[src/rtl/bridge_pkg.sv]
package bridge_pkg;
  typedef enum logic [2:0] {
    ST_IDLE,
    ST_WAITVPA,
    ST_SYNC,
    ST_XFER,
    ST_FIN,
    ST_HOLD
  } bst_t;
endpackage

[src/rtl/bridge_eclk.sv]
module bridge_eclk #(
  parameter int DIV = 10,
  parameter int HI  = 4
) (
  input  logic clk,
  input  logic rst_n,
  output logic e_clk,
  output logic rise_next,
  output logic fall_next
);
  localparam int CW = (DIV > 1) ? $clog2(DIV) : 1;

  logic [CW-1:0] cnt;
  logic [CW-1:0] cnt_nx;

  assign cnt_nx    = (cnt == CW'(DIV - 1)) ? '0 : cnt + CW'(1);
  assign rise_next = (cnt == CW'(DIV - 1));
  assign fall_next = (cnt == CW'(HI - 1));

  always_ff @(posedge clk or negedge rst_n) begin
    if (!rst_n) begin
      cnt   <= '0;
      e_clk <= 1'b1;
    end else begin
      cnt   <= cnt_nx;
      e_clk <= (cnt_nx < CW'(HI));
    end
  end
endmodule

[src/rtl/bridge_watch.sv]
module bridge_watch #(
  parameter int TO = 12
) (
  input  logic clk,
  input  logic rst_n,
  input  logic run,
  output logic expire
);
  localparam int TW = $clog2(TO + 1);

  logic [TW-1:0] timer;

  assign expire = run && (timer == TW'(TO - 1));

  always_ff @(posedge clk or negedge rst_n) begin
    if (!rst_n)      timer <= '0;
    else if (!run)   timer <= '0;
    else if (!expire) timer <= timer + TW'(1);
  end
endmodule

[src/rtl/bridge_ctrl.sv]
module bridge_ctrl
  import bridge_pkg::*;
#(
  parameter int DW = 16
) (
  input  logic          clk,
  input  logic          rst_n,
  input  logic          as_n,
  input  logic          vpa_n,
  input  logic          rise_next,
  input  logic          fall_next,
  input  logic          expire,
  input  logic [DW-1:0] per_rdata,
  output logic          vma_n,
  output logic          done,
  output logic          berr,
  output logic [DW-1:0] rdata,
  output logic          in_wait
);
  bst_t st;

  assign in_wait = (st == ST_WAITVPA);

  always_ff @(posedge clk or negedge rst_n) begin
    if (!rst_n) begin
      st    <= ST_IDLE;
      vma_n <= 1'b1;
      done  <= 1'b0;
      berr  <= 1'b0;
      rdata <= '0;
    end else begin
      done <= 1'b0;
      berr <= 1'b0;
      if (as_n && st != ST_IDLE) begin
        st    <= ST_IDLE;
        vma_n <= 1'b1;
      end else begin
        case (st)
          ST_IDLE:    if (!as_n) st <= ST_WAITVPA;
          ST_WAITVPA: begin
            if (!vpa_n) st <= ST_SYNC;
            else if (expire) begin
              berr <= 1'b1;
              st   <= ST_HOLD;
            end
          end
          ST_SYNC: if (rise_next) begin
            vma_n <= 1'b0;
            st    <= ST_XFER;
          end
          ST_XFER: if (fall_next) begin
            rdata <= per_rdata;
            st    <= ST_FIN;
          end
          ST_FIN: begin
            vma_n <= 1'b1;
            done  <= 1'b1;
            st    <= ST_HOLD;
          end
          default: st <= st;
        endcase
      end
    end
  end
endmodule

[src/rtl/slowbus_bridge.sv]
module slowbus_bridge #(
  parameter int AW          = 23,
  parameter int DW          = 16,
  parameter int E_DIV       = 10,
  parameter int E_HI        = 4,
  parameter int VPA_TIMEOUT = 12
) (
  input  logic          clk,
  input  logic          rst_n,
  input  logic          mst_as_n,
  input  logic          mst_rw,
  input  logic [AW-1:0] mst_addr,
  input  logic [DW-1:0] mst_wdata,
  output logic [DW-1:0] mst_rdata,
  output logic          mst_done,
  output logic          mst_berr,
  output logic          e_clk,
  input  logic          per_vpa_n,
  output logic          per_vma_n,
  output logic          per_rw,
  output logic [AW-1:0] per_addr,
  output logic [DW-1:0] per_wdata,
  input  logic [DW-1:0] per_rdata
);
  logic rise_next, fall_next, expire, in_wait;

  assign per_rw    = mst_rw;
  assign per_addr  = mst_addr;
  assign per_wdata = mst_wdata;

  bridge_eclk #(.DIV(E_DIV), .HI(E_HI)) u_eclk (
    .clk(clk), .rst_n(rst_n), .e_clk(e_clk),
    .rise_next(rise_next), .fall_next(fall_next)
  );

  bridge_watch #(.TO(VPA_TIMEOUT)) u_watch (
    .clk(clk), .rst_n(rst_n), .run(in_wait), .expire(expire)
  );

  bridge_ctrl #(.DW(DW)) u_ctrl (
    .clk(clk), .rst_n(rst_n), .as_n(mst_as_n), .vpa_n(per_vpa_n),
    .rise_next(rise_next), .fall_next(fall_next), .expire(expire),
    .per_rdata(per_rdata), .vma_n(per_vma_n), .done(mst_done),
    .berr(mst_berr), .rdata(mst_rdata), .in_wait(in_wait)
  );
endmodule

[config.mk]
export PLATFORM = sky130hd
export DESIGN_NAME = slowbus_bridge
export DESIGN_NICKNAME = d
export VERILOG_FILES = /design/src/rtl/bridge_pkg.sv /design/src/rtl/bridge_eclk.sv /design/src/rtl/bridge_watch.sv /design/src/rtl/bridge_ctrl.sv /design/src/rtl/slowbus_bridge.sv
export SDC_FILE = /design/constraint.sdc
export NUM_CORES = 1
export LEC_CHECK = 0
export ABC_AREA = 1
export BUFFER_PORTS_ARGS = -buffer_cell sky130_fd_sc_hd__buf_4
export CORE_MARGIN = 5
export CORE_UTILIZATION = 46
export CTS_CLUSTER_SIZE = 14
export DETAILED_ROUTE_END_ITERATION = 8
export GPL_TIMING_DRIVEN = 0
export PLACE_DENSITY = 0.85
export SLEW_MARGIN = 5
export SYNTH_ARGS = -nofsm -noshare
export SYNTH_HDL_FRONTEND = slang
export SYNTH_SLANG_ARGS = --single-unit
[constraint.sdc]
create_clock -name clk -period 1.86 [get_ports clk]
set_input_delay 0.465 -clock clk [delete_from_list [all_inputs] [get_ports clk]]
set_output_delay 0.465 -clock clk [all_outputs]
set_load 0.01 [all_outputs]
**After elaboration in Yosys (flattened, before gate mapping)**

Cells that the tools add are included.

- Flip-flop bits (word level): 31
- Input port bits: 60
- Output and inout bits: 60
- Logic and storage cells: 52

- Add/subtract/negate cells: 2
- $lt $le $gt $ge: 1
- Equality and inequality tests: 12
- Muxes and demuxes: 19
- Bitwise logic cells: 1
- Reductions and logical operators: 9

Operators by type and width:

| cell | count |
|---|---|
| 3-bit two-way mux | 6 |
| 3-bit case mux with 5 select lines | 1 |
| 4-bit two-way mux | 3 |
| 3-bit by 2-bit != test with 1-bit output (second input constant) | 3 |
| 4-bit by 1-bit adder with 4-bit output (second input constant) | 2 |
| 4-bit == test (second input constant) | 2 |
| 1-bit two-way mux | 8 |
| 3-bit by 2-bit == test with 1-bit output (second input constant) | 2 |
| 3-bit nonzero test | 2 |
| 6-bit nonzero test | 1 |
| 5-bit AND reduction | 1 |
| 4-bit by 2-bit == test with 1-bit output (second input constant) | 1 |
| 4-bit by 3-bit < comparator with 1-bit output (second input constant) | 1 |
| 4-bit by 3-bit != test with 1-bit output (second input constant) | 1 |
| 3-bit by 1-bit == test with 1-bit output (second input constant) | 1 |
| 3-bit == test (second input constant) | 1 |
| 3-bit zero test | 1 |
| 3-bit AND reduction | 1 |
| 1-bit logical AND | 2 |
| 2-bit != test (second input constant) | 1 |
| 1-bit case mux with 2 select lines | 1 |
| 2-bit AND reduction | 1 |
| 1-bit NOT | 1 |

**Logic depth before layout (Yosys ltp)**

- Depth after elaboration: 6
- Gate-level depth with buffers: 9
- Mapped depth without buffers: 9

**Hierarchy**

A second synthesis with hierarchy kept.

- Cell total of the unflattened synthesis: 217
- Area, all modules: 1855.5 sq um

Modules (own cells, without submodules):

| module | times used | cells an instance | area an instance (sq um) | sequential area each (sq um) |
|---|---|---|---|---|
| bridge_ctrl | 1 | 125 | 1127.3 | 551.8 |
| slowbus_bridge | 1 | 40 | 300.3 | 0.0 |
| bridge_eclk | 1 | 24 | 216.5 | 126.4 |
| bridge_watch | 1 | 28 | 211.5 | 100.1 |

**Worst setup path after synthesis**

Ideal clock, no wire load.

- Kind: reg-to-reg
- From: reg u_watch.timer[0]
- To: reg u_ctrl.st[2]
- Library setup time: 0.121 ns
- Arrival: 1.027 ns
- Data required time: 1.739 ns
- Slack: 0.712 ns
- Stages on the path, launching flop included: 6
- Buffers on the path: 0
- Clock period less this slack: 1.148 ns
- Path through: dfrtp_1 > ha_1 > nand3b_1 > nand3_2 > nand3_1 > nand2_1

- Cells in the longest elaborated chain, start to end: 4

Ends and longest elaborated chain:

| item | RTL line | RTL |
|---|---|---|
| start: declaration | bridge_watch.sv:11 | `logic [TW-1:0] timer;` |
| start signal: assignment | bridge_watch.sv:18 | `else if (!expire) timer <= timer + TW'(1);` |
| 4-bit == test | bridge_watch.sv:13 | `assign expire = run && (timer == TW'(TO - 1));` |
| 1-bit logical AND | bridge_watch.sv:13 |  |
| 4-bit by 3-bit != test with 1-bit output (no line) | n/a |  |
| 5-bit AND reduction (no line) | n/a |  |
| end signal: assignment | bridge_ctrl.sv:60 | `default: st <= st;` |
| end: declaration | bridge_ctrl.sv:20 | `bst_t st;` |

No other way between the ends.
A chain may end at the register's enable or synchronous reset.

**Worst setup path after layout**

- From: reg u_ctrl.vma_n
- To: out per_vma_n

RTL lines:

| item | RTL line | RTL |
|---|---|---|
| start: declaration | bridge_ctrl.sv:14 | `output logic vma_n,` |
| start signal: assignment | bridge_ctrl.sv:27 | `vma_n <= 1'b1;` |
| start signal: assignment | bridge_ctrl.sv:36 | `vma_n <= 1'b1;` |
| start signal: assignment | bridge_ctrl.sv:48 | `vma_n <= 1'b0;` |
| end: declaration | slowbus_bridge.sv:19 | `output logic per_vma_n,` |

No word-level cell between the ends.

==> flow_summary.yaml <==
pwr:
  p_leak_uw: 0.00153
  ir_drop_mv: 0.431
  p_per_area_nw_per_um2: 932
floorplan:
  dieArea_sq_um: 5470
  die-width_um: 74.0
  ios: 120
  core_region_area_sq_um: 3970
  placementRows: 23
  start_util_pct: 47.4
  die_h_um: 74.0
setup_path:
  crit_required_ns: 1.39
  path_class: "flip-flop to primary output"
  path_cells: "buf_4"
  crit_buf_inv: 1
  cp_slowest_cell: "dfstp_2"
  critPathArrivalTime_ns: 0.93
  cpPeakStageDelay_ns: 0.53
  r2r_cells: 8
  endpoint_kind: "primary output"
  crit_fanout: 2
  crit_family: "flip-flops"
  reg2reg_from: "u_ctrl.st[0]"
  r2r_setup_slack_ns: 0.57
  cp-start-kind: "flip-flop"
  r2r_end: "u_ctrl.st[2]"
clocking:
  htreeDepth: 2
  ctsHoldBuffers: 0
  ctsRootBufferMaster: "clkbuf_8"
  clkSinkCount: 31
  cts_setup_buffers: 0
  cts.path.max_buffers: 2
  clkTransAtPathRegs_ns: 0.07
  clk_latency_ns: 0.28
  ctsResizeCount: 0
  cts_tree: "yes"
  cts_made_buffers: 5
route:
  first_pass_iters: 4
  detail-route-antenna-nets: 0
  drc: 0
  dr_total_vias: 1615
  viasPerCell: 4.46
  drt-total-wl_mm: 4.28
  dr.first_iter.drc_count: 81
  wl_per_cell_um: 11.8
final_layout:
  syn_to_final_growth_pct: 41.1
  drive_above_1_share_pct: 52.9
  mostFrequentLayoutCell: "buf_4"
  finish.utilization_pct: 66.9
  final_cell_mix: "buf_4, nand2_1, inv_1, dfrtp_1"
  antennaDiodeCount: 0
  fin_nets: 372
  fillers: 324
timing:
  worst_pin_slew_ns: 0.380
  rsz0062_at_grt: "false"
  fmax_mhz: 719
  fin_tns_setup_ns: 0
  slew_violations: 0
  finalSetupViolCount: 0
  relSlewSlack_pct: 74.7
  final.min_clock_period_ns: 1.39
  fin_skew_ns: 0.00454
  hold_viol: 0
  setup_slack_ns: 0.469
  fin_crit_sh_pct: 74.8
global_route:
  grt_usage_pct: 15.9
  grt_pass1_wl_mm: 6.64
  gr-total-overflow: 0
  grt_pass1_vias: 1590
  grt_max_degree: 32
  grt_antenna_before_repair: 0
synth:
  ys_warn_count: 0
  ys_ff_latch: 31
  synth_area_sq_um: 1880
  yosysSeqAreaShare_pct: 41.4
  syn_nets: 286
  syn_inst: 225
  synth_cell_types: 24
  avgSynthCellArea_sq_um: 8.36
run_status:
  outcome: "completed"
worst_hold_path:
  hold_class: "input pin to async pin"
flow_run:
  drv_cap: 0
placement:
  pre_cts_ws_ns: 0.538
  dp_hpwl_mm: 3.47
  gp_congestion: 0.892
  numPortBuffers: 79
[layer usage]
metal  up-vias  routed length, um  GRT usage, %
li1        821                  -             -
met1       704               1440          17.6
met2        79               2280          27.7
met3        11                443          5.00
met4         0                123          7.85
met5         -                  0             0
[cells in the mapped netlist (all sizes together)]
| library cell | n | area share, % |
|---|---|---|
| nand2 | 53 | 11 |
| buf | 45 | 19 |
| inv | 31 | 6.2 |
| dfrtp | 29 | 39 |
| nor2 | 23 | 6.1 |
| o21ai | 20 | 8.5 |
| nand3 | 13 | 4.3 |
| a21oi | 3 | 0.80 |
| dfstp | 2 | 2.8 |
| ha | 1 | 0.66 |
| nand3b | 1 | 0.40 |
| nor3 | 1 | 0.27 |
| o211ai | 1 | 0.40 |
| xnor2 | 1 | 0.47 |
| xor2 | 1 | 0.47 |
[layout make-up]
class	instances	area (sq um)	area share, %
Clock buffer	6	82.6	3.11
Buffer	45	357	13.4
Inverter	31	116	4.38
Sequential cell	31	778	29.3
Clock inverter	2	35.0	1.32
Timing Repair Buffer	79	593	22.3
Tap cell	50	62.6	2.36
Multi-Input combinational cell	118	631	23.8
[worst max-delay path by stage]
stage                            end  cells after the start  slack (ns)             start
CTS                        per_vma_n                      1        0.45      u_ctrl.vma_n
finish                     per_vma_n                      1        0.47      u_ctrl.vma_n
floorplan               u_ctrl.st[2]                      5        0.71  u_watch.timer[0]
global placement        u_ctrl.st[2]                      9        0.55          mst_as_n
detailed placement  u_ctrl.rdata[11]                      6        0.54          mst_as_n
global route            u_ctrl.st[2]                      7        0.40      u_ctrl.st[2]
[state kept, by name (all words and copies together) (netlist names)]
name           count
u_ctrl.berr        1
u_ctrl.done        1
u_ctrl.rdata      16
u_ctrl.st          3
u_ctrl.vma_n       1
u_eclk.cnt         4
u_eclk.e_clk       1
u_watch.timer      4
[power breakdown]
| part | switching [uW] | internal (uW) |
|---|---|---|
| sequential | 78.0 | 807 |
| combinational | 470 | 441 |
| clock | 245 | 433 |
[through the flow]
step	total power [uW]	cell area, sq um	cells	hold WS (ns)
after CTS	2500	2660	362	0.108
after global placement	1780	2540	354	0.414
after detailed placement	1810	2540	354	0.416
final	2470	2660	362	0.0999
after global routing	2640	2660	362	0.122
after floorplan	1470	1880	225	0.169
[kinds of logic after synthesis]
group | count (synthesis) | share of synthesized area, %
XOR/XNOR | 2 | 0.931
buffers and inverters | 76 | 25.1
AND/OR/NAND/NOR | 91 | 22.2
AO/OA/AOI/OAI | 24 | 9.71
adder cells (fa/ha/maj) | 1 | 0.665
flip-flops | 31 | 41.4
(Power assumes the default switching activity.)
